--- src/rtl/pgwalk_pkg.sv ---
package pgwalk_pkg;
    typedef enum logic [1:0] {
        ST_IDLE,
        ST_ISSUE,
        ST_WAIT,
        ST_FINISH
    } walk_state_e;

    localparam int TABLE_FLAG_BIT = 0;
    localparam int LEAF_FLAG_BIT  = 1;
    localparam int PERM_LSB       = 4;
    localparam int PERM_COUNT     = 6;
endpackage

--- src/rtl/pgwalk_index.sv ---
module pgwalk_index #(
    parameter int XLEN     = 64,
    parameter int LEVELS   = 4,
    parameter int IDX_W    = 9,
    parameter int PG_SHIFT = 12,
    localparam int LVL_W   = (LEVELS > 1) ? $clog2(LEVELS) : 1
) (
    input  logic [XLEN-1:0]  vaddr_i,
    input  logic [XLEN-1:0]  base_i,
    input  logic [LVL_W-1:0] level_i,
    output logic [XLEN-1:0]  ent_addr_o
);
    localparam int ENT_SH = $clog2(XLEN / 8);

    logic [IDX_W-1:0] idx_arr [LEVELS];
    logic             unused_va;

    for (genvar l = 0; l < LEVELS; l++) begin : g_idx
        localparam int SH = PG_SHIFT + (LEVELS - 1 - l) * IDX_W;
        assign idx_arr[l] = IDX_W'(vaddr_i >> SH);
    end

    assign ent_addr_o = base_i + (XLEN'(idx_arr[level_i]) << ENT_SH);
    assign unused_va  = ^vaddr_i;
endmodule

--- src/rtl/pgwalk_leaf.sv ---
module pgwalk_leaf #(
    parameter int XLEN     = 64,
    parameter int LEVELS   = 4,
    parameter int IDX_W    = 9,
    parameter int PG_SHIFT = 12,
    localparam int LVL_W   = (LEVELS > 1) ? $clog2(LEVELS) : 1
) (
    input  logic [XLEN-1:0]  entry_i,
    input  logic [XLEN-1:0]  vaddr_i,
    input  logic [LVL_W-1:0] level_i,
    output logic             is_leaf_o,
    output logic             is_table_o,
    output logic [XLEN-1:0]  leaf_pte_o
);
    import pgwalk_pkg::*;

    logic [XLEN-1:0] fill [LEVELS];

    for (genvar l = 0; l < LEVELS; l++) begin : g_fill
        localparam int SH = (LEVELS - 1 - l) * IDX_W;
        assign fill[l] = ((vaddr_i >> PG_SHIFT) & ((XLEN'(1) << SH) - XLEN'(1))) << PG_SHIFT;
    end

    assign is_leaf_o  = entry_i[LEAF_FLAG_BIT];
    assign is_table_o = entry_i[TABLE_FLAG_BIT];
    assign leaf_pte_o = entry_i | fill[level_i];
endmodule

--- src/rtl/pgwalk_top.sv ---
module pgwalk_top #(
    parameter int XLEN     = 64,
    parameter int LEVELS   = 4,
    parameter int IDX_W    = 9,
    parameter int PG_SHIFT = 12
) (
    input  logic            clk,
    input  logic            rst_n,
    input  logic            start_i,
    input  logic [XLEN-1:0] vaddr_i,
    input  logic [XLEN-1:0] base_i,
    input  logic            xlat_en_i,
    input  logic [XLEN-1:0] mem_size_i,
    output logic            rd_req_o,
    output logic [XLEN-1:0] rd_addr_o,
    input  logic            rd_valid_i,
    input  logic [XLEN-1:0] rd_data_i,
    output logic            busy_o,
    output logic            done_o,
    output logic [XLEN-1:0] pte_o
);
    import pgwalk_pkg::*;

    localparam int LVL_W = (LEVELS > 1) ? $clog2(LEVELS) : 1;
    localparam logic [XLEN-1:0] PG_MASK     = (XLEN'(1) << PG_SHIFT) - XLEN'(1);
    localparam logic [XLEN-1:0] IDENT_FLAGS =
        (((XLEN'(1) << PERM_COUNT) - XLEN'(1)) << PERM_LSB) | (XLEN'(1) << LEAF_FLAG_BIT);
    localparam logic [LVL_W-1:0] LAST_LVL   = LVL_W'(LEVELS - 1);

    walk_state_e      state_q, state_d;
    logic [XLEN-1:0]  vaddr_q, base_q, msize_q, result_q;
    logic [LVL_W-1:0] level_q;
    logic [XLEN-1:0]  ent_addr, leaf_pte;
    logic             is_leaf, is_table, in_range, last_lvl, walk_ends;

    pgwalk_index #(.XLEN(XLEN), .LEVELS(LEVELS), .IDX_W(IDX_W), .PG_SHIFT(PG_SHIFT)) u_index (
        .vaddr_i    (vaddr_q),
        .base_i     (base_q),
        .level_i    (level_q),
        .ent_addr_o (ent_addr)
    );

    pgwalk_leaf #(.XLEN(XLEN), .LEVELS(LEVELS), .IDX_W(IDX_W), .PG_SHIFT(PG_SHIFT)) u_leaf (
        .entry_i    (rd_data_i),
        .vaddr_i    (vaddr_q),
        .level_i    (level_q),
        .is_leaf_o  (is_leaf),
        .is_table_o (is_table),
        .leaf_pte_o (leaf_pte)
    );

    assign in_range  = ent_addr < msize_q;
    assign last_lvl  = level_q == LAST_LVL;
    assign walk_ends = is_leaf || !is_table || last_lvl;

    // State register
    always_ff @(posedge clk) begin
        if (!rst_n) state_q <= ST_IDLE;
        else        state_q <= state_d;
    end

    // Transitions: ACCEPT, BYPASS, FETCH, REJECT, DESCEND, RESOLVE, RETIRE
    always_comb begin
        state_d = state_q;
        unique case (state_q)
            ST_IDLE:   if (start_i) state_d = xlat_en_i ? ST_ISSUE : ST_FINISH;
            ST_ISSUE:  state_d = in_range ? ST_WAIT : ST_FINISH;
            ST_WAIT:   if (rd_valid_i) state_d = walk_ends ? ST_FINISH : ST_ISSUE;
            ST_FINISH: state_d = ST_IDLE;
            default:   state_d = ST_IDLE;
        endcase
    end

    // Walk context and result
    always_ff @(posedge clk) begin
        if (!rst_n) begin
            vaddr_q  <= '0;
            base_q   <= '0;
            msize_q  <= '0;
            level_q  <= '0;
            result_q <= '0;
        end else begin
            unique case (state_q)
                ST_IDLE: if (start_i) begin
                    vaddr_q  <= vaddr_i;
                    base_q   <= base_i & ~PG_MASK;
                    msize_q  <= mem_size_i;
                    level_q  <= '0;
                    result_q <= (!xlat_en_i && (vaddr_i < mem_size_i))
                                ? ((vaddr_i & ~PG_MASK) | IDENT_FLAGS) : '0;
                end
                ST_ISSUE: if (!in_range) result_q <= '0;
                ST_WAIT: if (rd_valid_i) begin
                    if (is_leaf)                    result_q <= leaf_pte;
                    else if (!is_table || last_lvl) result_q <= '0;
                    else begin
                        base_q  <= rd_data_i & ~PG_MASK;
                        level_q <= level_q + LVL_W'(1);
                    end
                end
                default: ;
            endcase
        end
    end

    // Outputs
    always_comb begin
        rd_req_o  = (state_q == ST_ISSUE) && in_range;
        rd_addr_o = ent_addr;
        busy_o    = state_q != ST_IDLE;
        done_o    = state_q == ST_FINISH;
        pte_o     = result_q;
    end

    // Read-in-flight tracker for the checks below
    logic rd_open_q;
    always_ff @(posedge clk) begin
        if (!rst_n)          rd_open_q <= 1'b0;
        else if (rd_req_o)   rd_open_q <= 1'b1;
        else if (rd_valid_i) rd_open_q <= 1'b0;
    end

    assert_one_read_R9: assert property (@(posedge clk) disable iff (!rst_n)
        rd_req_o |-> !rd_open_q);
    assert_req_pulse_R9: assert property (@(posedge clk) disable iff (!rst_n)
        rd_req_o |=> !rd_req_o);
    assert_done_pulse_R10: assert property (@(posedge clk) disable iff (!rst_n)
        done_o |=> (!done_o && !busy_o));
    assert_fail_zero_R8: assert property (@(posedge clk) disable iff (!rst_n)
        (done_o && !pte_o[LEAF_FLAG_BIT]) |-> (pte_o == '0));
    assert_bypass_fast_R2: assert property (@(posedge clk) disable iff (!rst_n)
        (start_i && !busy_o && !xlat_en_i) |=> (done_o && !rd_req_o));
    assert_ignore_start_R11: assert property (@(posedge clk) disable iff (!rst_n)
        (start_i && busy_o) |=> $stable(vaddr_q));
    assert_bound_zero_R4: assert property (@(posedge clk) disable iff (!rst_n)
        (busy_o && !done_o && !rd_req_o && !rd_open_q && (rd_addr_o >= msize_q) && xlat_en_seen_q)
        |=> (done_o && pte_o == '0));

    // Tracks whether the current walk uses translation (checker only)
    logic xlat_en_seen_q;
    always_ff @(posedge clk) begin
        if (!rst_n)                  xlat_en_seen_q <= 1'b0;
        else if (start_i && !busy_o) xlat_en_seen_q <= xlat_en_i;
    end
endmodule

--- config.mk ---
export PLATFORM = sky130hd
export DESIGN_NAME = pgwalk_top
export DESIGN_NICKNAME = d
export VERILOG_FILES = /design/src/rtl/pgwalk_pkg.sv /design/src/rtl/pgwalk_index.sv /design/src/rtl/pgwalk_leaf.sv /design/src/rtl/pgwalk_top.sv
export SDC_FILE = /design/constraint.sdc
export NUM_CORES = 1
export LEC_CHECK = 0
export BUFFER_PORTS_ARGS = -buffer_cell sky130_fd_sc_hd__buf_2
export CELL_PAD_IN_SITES_DETAIL_PLACEMENT = 2
export CELL_PAD_IN_SITES_GLOBAL_PLACEMENT = 2
export CORE_AREA = 2 2 221 223
export CTS_BUF_LIST = sky130_fd_sc_hd__clkbuf_2 sky130_fd_sc_hd__clkbuf_4 sky130_fd_sc_hd__clkbuf_8
export CTS_CLUSTER_SIZE = 16
export DETAILED_ROUTE_END_ITERATION = 12
export DIE_AREA = 0 0 223 225
export PLACE_DENSITY_LB_ADDON = 0.1
export SETUP_SLACK_MARGIN = 0.2
export SYNTH_ARGS = -nofsm -noshare
export SYNTH_HDL_FRONTEND = slang
export SYNTH_SLANG_ARGS = --single-unit
--- constraint.sdc ---
create_clock -name clk -period 3.7 [get_ports clk]
set_input_delay 0.37 -clock clk [delete_from_list [all_inputs] [get_ports clk]]
set_output_delay 0.37 -clock clk [all_outputs]
set_load 0.02 [all_outputs]
# == Word level (Yosys, flattened, before mapping) ==
# Cells that the tools add are included.
# W data, S select, Z words.
# totals
regBits,244
latchBits,0
ramBits,0
romBits,0
output_inout_bits,131
elab_cells,67
mem_count,0
# classes
addsub,2
mul,0
div,0
n_lt_le_gt_ge,3
n_eq_ne,10
shifts,0
muxes,29
bitwise_logic,2
reduce_logical,15
# ops
operator,count
$mux W64,12
$pmux W64 S3,1
$bmux W64 S2,1
$lt A64 B64 Y1,2
$pmux W64 S2,1
$add A64 B12 Y64,1
$or A64 B64 Y64,1
$bmux W9 S2,1
$mux W9,2
$mux W2,8
$ne A2 B2 Y1 const B,5
$reduce_and A5 Y1,2
$pmux W2 S4,1
$eq A2 B2 Y1 const B,3
$pmux W2 S2,1
$reduce_and A2 Y1,2
$reduce_bool A2 Y1,2
$ge A3 B3 Y1 const B,1
$logic_or A1 B1 Y1,3
$ne A3 B3 Y1 const B,1
$not A2 Y3,1
$reduce_bool A3 Y1,1
$add A2 B1 Y2 const B,1
$eq A2 B1 Y1 const B,1
other kinds (4),6

# == Longest topological paths before layout ==
# Gate-level depths: netlist (run 1).
# depth
word_depth,8
mapped_depth,13

# == By module ==
# A second synthesis (run 1) with hierarchy kept.
# unflattened
cells_unflattened,1915
area_unflattened_um2,15051.9
# modules_own_cells
module,n_inst,cells_each,area_each_um2
pgwalk_top,1,1625,12739.7
pgwalk_index,1,221,1790.5
pgwalk_leaf,1,69,521.8

# == Worst setup path after synthesis (run 1) ==
# Ideal clock, no wire load.
# synth_path
path_kind,register to output
from,reg level_q[1]
to,out rd_req_o
arrival_ns,3.349
path_slack_ns,-0.019
path_stages_with_launch,11
cell_sequence,dfxtp_1 buf_1 mux4_2 ha_1 a21oi_1 o21ai_0 o2111ai_1 a22oi_1 a211oi_2 clkbuf_1 and2_1
# synth_via
elab_chain_cells,7
# synth_lines
item,line_no,rtl
start: declaration,pgwalk_top.sv:32,logic [LVL_W-1:0] level_q;
start signal: assignment,pgwalk_top.sv:98,level_q <= level_q + LVL_W'(1);
$not A2 Y3 (not written as such),pgwalk_index.sv:23,assign ent_addr_o = base_i + (XLEN'(idx_arr[level_i]) << ENT_SH);
$bmux W9 S2,pgwalk_index.sv:23,
$mux W9 (not written as such) (2 in a row),pgwalk_index.sv:23,
$add A64 B12 Y64,pgwalk_index.sv:23,
net rd_addr_o[7],pgwalk_top.sv:15,"output logic [XLEN-1:0] rd_addr_o,"
$lt A64 B64 Y1,pgwalk_top.sv:52,assign in_range = ent_addr < msize_q;
$logic_and A1 B1 Y1,pgwalk_top.sv:108,rd_req_o = (state_q == ST_ISSUE) && in_range;
end: declaration,pgwalk_top.sv:14,"output logic rd_req_o,"
# The timed path passes the listed nets, and every way through them passes these cells. The select of a mux whose other input is x is not followed.

# == Worst setup path after layout (run 1) ==
# layout_path
from,reg level_q[1]
to,out rd_req_o
# layout_via
elab_chain_cells,7
# layout_lines
item,line_no
$not A2 Y3 (not written as such),pgwalk_index.sv:23
$bmux W9 S2,pgwalk_index.sv:23
$mux W9 (not written as such) (2 in a row),pgwalk_index.sv:23
$add A64 B12 Y64,pgwalk_index.sv:23
$lt A64 B64 Y1,pgwalk_top.sv:52
$logic_and A1 B1 Y1,pgwalk_top.sv:108
# No other way between the ends. The select of a mux whose other input is x is not followed.

==> reports/qor.yml, run 1 <==
route:
  postRouteAntennaNets: 0
  vias: 13900
  drt_drc_violations_left: 0
  routed_via_density: 5.06
  routed_wl_mm: 61.1
  detailedRoute.firstIterationViolations: 504
  drt_pre_antenna_iters: 4
  drt-wirelength-per-cell_um: 22.2
critical_path:
  critical_path_buf_inv_count: 2
  worstPathArrival_ns: 3.31
  worstPathMaxFanout: 3
  cpMaxStageDelayCell: "sky130_fd_sc_hd__mux4_2"
  crit_path_frequent_cell: "sky130_fd_sc_hd__buf_6"
  critical_setup_path_kind: "register to primary output"
  setup.worst_path.end_class: "primary output"
  cp_data_required_time_ns: 3.33
  timing.reg2reg.setup_slack_ns: 0.36
  slowest_delay_ns: 0.57
  critPathTopFamily: "simple AND/OR/NAND/NOR gates"
  critical_path.cell_chain: "mux4_2 > ha_4 > or4b_4 > a21oi_2 > o2111ai_2 > a22oi_2 > a211oi_4 > buf_6 > and2_4 > buf_6"
  worstSetupStartpointType: "register"
logic_synthesis:
  synthesis.area_per_instance_um2: 7.75
  synth_top_cells_by_area: "sky130_fd_sc_hd__dfxtp_1, sky130_fd_sc_hd__ha_1, sky130_fd_sc_hd__a21oi_1"
  ys_ff_latch: 220
  post_synth_inst_count: 1651
  async_sr_flop_fraction_pct: 0
  synth_area_leader_cell: "sky130_fd_sc_hd__dfxtp_1"
  syn_area_um2: 12800
  synth_cell_types: 50
  post_synth_edffs: 0
  synth_top_flop_cell: "sky130_fd_sc_hd__dfxtp_1"
  synth.yosys.seq_area_share_pct: 34.4
  post-synth-top-area-fraction_pct: 34.4
  synth_warnings: 0
finish:
  post_layout_cell_count: 2748
  final_common_cell: "sky130_fd_sc_hd__buf_2"
  layout_cell_share_with_drive_strength_beyond_1_pct: 25.6
  nNetsFinal: 2489
  nFillCells: 5524
  layout_common_cells: "sky130_fd_sc_hd__buf_2, sky130_fd_sc_hd__nand2_1, sky130_fd_sc_hd__a21oi_1"
  layout-area-overhead-vs-synth_pct: 36.1
timing:
  setup-tns-final_ns: 0
  timing.final.hold_violations: 0
  max_freq_ghz: 0.272
  rsz0062_at_grt: "yes"
  drv_slew: 0
  timing.slew.headroom_pct: 43.9
  final_setup_violation_count: 0
  finalCritPeriodShare_pct: 99.4
  worstMarginPinSlew_ns: 0.842
  fin_skew_ns: 0.0390
  min_period_ns: 3.68
run_status:
  status: "finished, final reports clean"
floorplan:
  io_pins: 392
  floorplan.die.height_um: 225
  floorplan.die.width_um: 223
  initial_core_util_pct: 26.9
  total_die_area_um2: 50200
  row_count: 80
  design.core.area_um2: 47500
global_route:
  grt-ovfl-total: 0
  globalRouteTotalUtil_pct: 24.2
  first_global_vias: 15100
  largest_net_degree_at_the_start_of_global_routing: 95
  first_pass_grt_wire_length_mm: 92.6
  number_of_antenna_violations_at_the_first_check_in_global_routing: 3
run:
  max-cap-violations: 0
place:
  place.detailed.instances: 2571
  port_buffers: 376
  gp_congestion: 0.798
  post-dp-hpwl_mm: 45.4
clock_network:
  tritoncts.num_buffers: 45
  clock_transition_at_path_regs_ns: 0.06
  insertion_delay_ns: 0.64
  cts_tree: "yes"
  clock-root-buffer: "sky130_fd_sc_hd__clkbuf_8"
  clock_path_buffers: 3
  numClockSinks: 220
  cts_max_level: 2
pwr:
  power.static_leakage_nw: 7.77
  power_density_nw_per_um2: 757
  vdd.ir_drop.worst_uv: 434
  p_total_mw: 13.2
min_path:
  min-delay-path-class: "input port to register"
==> cells in the mapped netlist (all sizes together), types with 2 or more instances <==
master,n
nand2b,6
a21o,8
o211ai,3
inv,193
a221oi,61
nor2,73
a211oi,61
mux4,9
dfxtp,220
mux2i,57
a21oi,234
and3,3
o21ai,50
clkbuf,91
nor4,3
a31oi,3
nor3,7
a22oi,3
ha,130
nand2,300
nand3,67
nor3b,2
buf,18
or3,2
and2,2
or4,2
nand4,27
o221ai,2
==> cell type report <==
type,count,area (µm²),area share (%)
multi-input combinational,1130,7400,42.5
sequential,220,4410,25.3
timing repair buffer,507,3160,18.1
clock buffer,76,921,5.29
tap,615,769,4.42
inverter,194,733,4.21
clock inverter,2,12.5,0.0718
antenna,4,10.0,0.0575
==> state kept, by name, indices dropped and copies added, names as in the netlist <==
signal   flops
base_q      52
level_q      2
msize_q     64
pte_o       64
state_q      2
vaddr_q     36
==> routing by layer <==
metal / up-vias / routed length (µm) / global-route usage [%]
li1: 6617 / - / -
met1: 6907 / 27700 / 30.9
met2: 294 / 29600 / 42.0
met3: 89 / 2260 / 3.43
met4: 0 / 1630 / 7.49
met5: - / 0 / 0
==> where the power goes <==
part           leakage, nW  internal, mW  switching (mW)
registers             1.81          3.00           0.474
logic                 5.45          2.42            4.54
clock network        0.499          1.55            1.21
total                 7.77          6.97            6.22
==> worst paths after layout <==
kind / depth (start not counted) / start / to
min: 3 / vaddr_i[50] / pte_o[50]
max: 10 / level_q[1] / rd_req_o
min reg2reg: 2 / msize_q[50] / msize_q[50]
max reg2reg: 11 / level_q[1] / pte_o[35]
==> cell families (layout without fill, tap and decap cells) <==
logic type | count (synthesis) | in the layout | share of synthesized area [%]
flip-flops | 220 | 220 | 34.4
multiplexers | 66 | 66 | 6.04
AND/OR/NAND/NOR | 496 | 496 | 16.5
other | 1 | 7 | 0.0293
adder cells (fa/ha/maj) | 130 | 130 | 12.7
AO/OA/AOI/OAI | 435 | 435 | 21.2
buffers and inverters | 303 | 779 | 9.14
==> stage by stage <==
stage / cell area [µm²] / hold WS (ns) / worst slack (ns) / utilization [%]
2_1_floorplan: 12800 / 0.431 / 0.247 / -
3_3_place_gp: 15400 / 0.444 / 0.276 / 32.4
3_5_place_dp: 15400 / 0.450 / 0.156 / 32.4
4_1_cts: 17300 / 0.000186 / -0.0608 / 36.5
5_1_grt: 17400 / 0.0338 / -0.0904 / 36.6
6_report: 17400 / 0.0550 / 0.0218 / 36.6
==> repair_timing <==
| item | 4_1_cts | 5_1_grt |
|---|---|---|
| pin swaps | 5 | 0 |
| hold endpoints to repair | 97 | 0 |
| hold buffers | 91 | 0 |
| setup buffers | 4 | 0 |
| gates resized for setup | 14 | 9 |
| setup endpoints to repair | 11 | 13 |
| gates cloned | 0 | 0 |
==> tightest hold or removal path, cell delays in order <==
cell and delay (ns):
sky130_fd_sc_hd__buf_2 0.11, sky130_fd_sc_hd__nand3_1 0.08, sky130_fd_sc_hd__a221oi_2 0.06
Note: power is estimated with default switching activity, not from simulation.
==> run 2: changes to the inputs <==
--- a/config.mk
+++ b/config.mk
@@ -8,11 +8,11 @@
 export BUFFER_PORTS_ARGS = -buffer_cell sky130_fd_sc_hd__buf_2
 export CELL_PAD_IN_SITES_DETAIL_PLACEMENT = 2
 export CELL_PAD_IN_SITES_GLOBAL_PLACEMENT = 2
-export CORE_AREA = 2 2 221 223
+export CORE_AREA = 2 2 234 236
 export CTS_BUF_LIST = sky130_fd_sc_hd__clkbuf_2 sky130_fd_sc_hd__clkbuf_4 sky130_fd_sc_hd__clkbuf_8
 export CTS_CLUSTER_SIZE = 16
 export DETAILED_ROUTE_END_ITERATION = 12
-export DIE_AREA = 0 0 223 225
+export DIE_AREA = 0 0 236 238
 export PLACE_DENSITY_LB_ADDON = 0.1
 export SETUP_SLACK_MARGIN = 0.2
 export SYNTH_ARGS = -nofsm -noshare
==> run 2 against run 1 <==
  * Total power up 13%
  * The flow now finishes with violations (setup timing)
  * Sequential cell count unchanged
  * Critical endpoint unchanged
  * Final cell count up 3.9%
  * Die area rose by 12%
  * Largest power group unchanged
  * Clock power is 6% higher
==> reports/qor.yml, run 2 (same netlist as run 1, synthesis figures left out) <==
critical_path:
  cp-startpoint: "level_q[1]"
  worstPathMaxFanout: 3  # unchanged
  worstReg2RegEnd: "pte_o[14]"
  setup.worst_path.end_class: "primary output"
  timing.critical_path.to: "rd_req_o"
  timing.reg2reg.setup_slack_ns: -0.05  # -0.41 ns
  number_of_cells_traversed_by_the_worst_register_to_register_path: 14  # +3
  cp_data_required_time_ns: 3.33  # about the same
  worstSetupStartpointType: "register"
  worstReg2RegStart: "level_q[1]"
  worstPathArrival_ns: 3.38  # +0.07 ns
  critical_setup_path_kind: "register to primary output"
route:
  routed_via_density: 4.87  # -3.8%
  vias: 13900  # -0.022%
  detailedRoute.firstIterationViolations: 448  # -11%
  met1Wirelength_mm: 28.5  # +2.9%
  routed_wl_mm: 64.0  # +4.6%
  route.met2.wl_mm: 31.2  # +5.6%
  drt_pre_antenna_iters: 4  # unchanged
  drt-wirelength-per-cell_um: 22.4  # +0.67%
  postRouteAntennaNets: 0  # unchanged
  drt_drc_violations_left: 0  # unchanged
  top_routing_layer_in_use: "met5"
  wl_met3_mm: 2.98  # +31%
pwr:
  vdd.ir_drop.worst_uv: 530  # +22%
  power.static_leakage_nw: 8.09  # +4.2%
  power_density_nw_per_um2: 811  # +7.1%
  p_total_mw: 14.9  # +13%
finish:
  post-route-cell-area_um2: 18400  # +5.8%
  final_core_util_pct: 34.5  # -2.2 points
  layout_cell_share_with_drive_strength_beyond_1_pct: 28.1  # +2.5 points
  nNetsFinal: 2509  # +0.80%
  final_common_cell: "sky130_fd_sc_hd__buf_2"
  layout_common_cells: "sky130_fd_sc_hd__buf_2, sky130_fd_sc_hd__nand2_1, sky130_fd_sc_hd__a21oi_1"
  layout-area-overhead-vs-synth_pct: 44.1
  post_layout_cell_count: 2856  # +3.9%
  nFillCells: 6169  # +12%
floorplan:
  initial_core_util_pct: 23.9  # -3.0 points
  io_pins: 392  # unchanged
  floorplan.die.height_um: 238  # +5.8%
  row_count: 85  # +6.3%
  design.core.area_um2: 53500  # +13%
  floorplan.die.width_um: 236  # +5.8%
  total_die_area_um2: 56200  # +12%
timing:
  timing.hold.ws_ns: 0.0474  # -0.00766 ns
  final_setup_violation_count: 10  # +10
  max_freq_ghz: 0.267  # -2.0%
  final_critical_path_setup_slack_ns: -0.0523  # -0.0741 ns
  min_period_ns: 3.75  # +0.0741 ns
  drv_slew: 0  # unchanged
  timing.final.hold_violations: 0  # unchanged
  fin_skew_ns: 0.0421  # +0.00309 ns
  timing.slew.headroom_pct: 36.9  # -7.0 points
  worstMarginPinSlew_ns: 0.937  # +0.0950 ns
  setup-tns-final_ns: -0.148  # -0.148 ns
  rsz0062_at_grt: "yes"
  finalCritPeriodShare_pct: 101  # +2.0 points
place:
  gp_congestion: 0.799  # +0.11%
  detailedPlace.worstSlack_ns: 0.125  # -0.0307 ns
  dpl_cell_area_um2: 15500  # +0.46%
  post-dp-hpwl_mm: 45.5  # +0.11%
  port_buffers: 376  # unchanged
  place.detailed.instances: 2643  # +2.8%
global_route:
  largest_net_degree_at_the_start_of_global_routing: 81  # -15%
  first_global_vias: 15400  # +1.7%
  first_pass_grt_wire_length_mm: 96.0  # +3.6%
  grt-ovfl-total: 0  # unchanged
  number_of_antenna_violations_at_the_first_check_in_global_routing: 8  # +5
  globalRouteTotalUtil_pct: 22.5  # -1.7 points
clock_network:
  tritoncts.num_buffers: 48  # +6.7%
  clock_transition_at_path_regs_ns: 0.06  # about the same
  cts_tree: "yes"
  cts_max_level: 2  # unchanged
  clock-root-buffer: "sky130_fd_sc_hd__clkbuf_8"
  numClockSinks: 220  # unchanged
  clock_path_buffers: 3  # unchanged
  insertion_delay_ns: 0.64  # about the same
run_status:
  status: "complete, but fails checks"
  failing_checks: "setup timing"
min_path:
  min-delay-path-class: "input port to register"
run:
  max-cap-violations: 0  # unchanged
-- run 2: cell count changes in the layout (fill, tap and decap cells not counted), sizes merged --
cell	previous run	this run
diode	4	6
dlygate4sd3	91	98
clkinvlp	1	2
clkbuf	76	84
buf	416	425
-- run 2: how the worst min path moves through the flow --
stage               cells past startpoint           from  slack, ns     endpoint
floorplan                               2     msize_q[0]       0.43   msize_q[0]
global placement                        2       pte_o[0]       0.44     pte_o[0]
detailed placement                      2    msize_q[51]       0.45  msize_q[51]
CTS                                     3    vaddr_i[61]     0.0002    pte_o[61]
global route                            3  mem_size_i[6]       0.02   msize_q[6]
finish                                  3  mem_size_i[4]       0.05   msize_q[4]
-- run 2: layout make-up --
| type | count | area [µm²] | share of cell area, % |
|---|---|---|---|
| well taps | 696 | 871 | 4.73 |
| clock buffers | 83 | 1000 | 5.45 |
| repair buffers | 524 | 3630 | 19.7 |
| clock inverters | 3 | 20.0 | 0.109 |
| flip-flops and latches | 220 | 4410 | 23.9 |
| inverters | 194 | 733 | 3.98 |
| diodes | 6 | 15.0 | 0.0815 |
| multi-input cells | 1130 | 7750 | 42.1 |
-- run 2: metal layers --
| metal | vias up | global-route usage [%] |
|---|---|---|
| li1 | 6674 | - |
| met2 | 293 | 39.5 |
| met1 | 6852 | 28.3 |
| met5 | - | 0 |
| met4 | 4 | 6.31 |
| met3 | 81 | 3.85 |
-- run 2: critical path, stage by stage, from the launching register on --
cell and delay (ns):
sky130_fd_sc_hd__dfxtp_4 0.36, sky130_fd_sc_hd__mux4_2 0.58, sky130_fd_sc_hd__ha_4 0.30, sky130_fd_sc_hd__or4b_4 0.46, sky130_fd_sc_hd__a21oi_2 0.17, sky130_fd_sc_hd__o2111ai_2 0.12
sky130_fd_sc_hd__a22oi_2 0.26, sky130_fd_sc_hd__a211oi_4 0.06, sky130_fd_sc_hd__buf_6 0.17, sky130_fd_sc_hd__and2_4 0.13, sky130_fd_sc_hd__buf_6 0.12
-- run 2: where the power goes --
group,switching (mW),internal [mW],total (mW)
clock,1.24,1.69,2.92
sequential,0.481,3.00,3.48
combinational,5.19,3.35,8.54
total,6.91,8.04,14.9
-- run 2: timing repair --
| item | in CTS | in global routing |
|---|---|---|
| gates cloned | 8 | 1 |
| hold buffers | 98 | 0 |
| pin swaps | 47 | 14 |
| setup endpoints to repair | 41 | 61 |
| resized for setup | 70 | 23 |
| setup buffers | 11 | 3 |
| hold endpoints to repair | 109 | 0 |
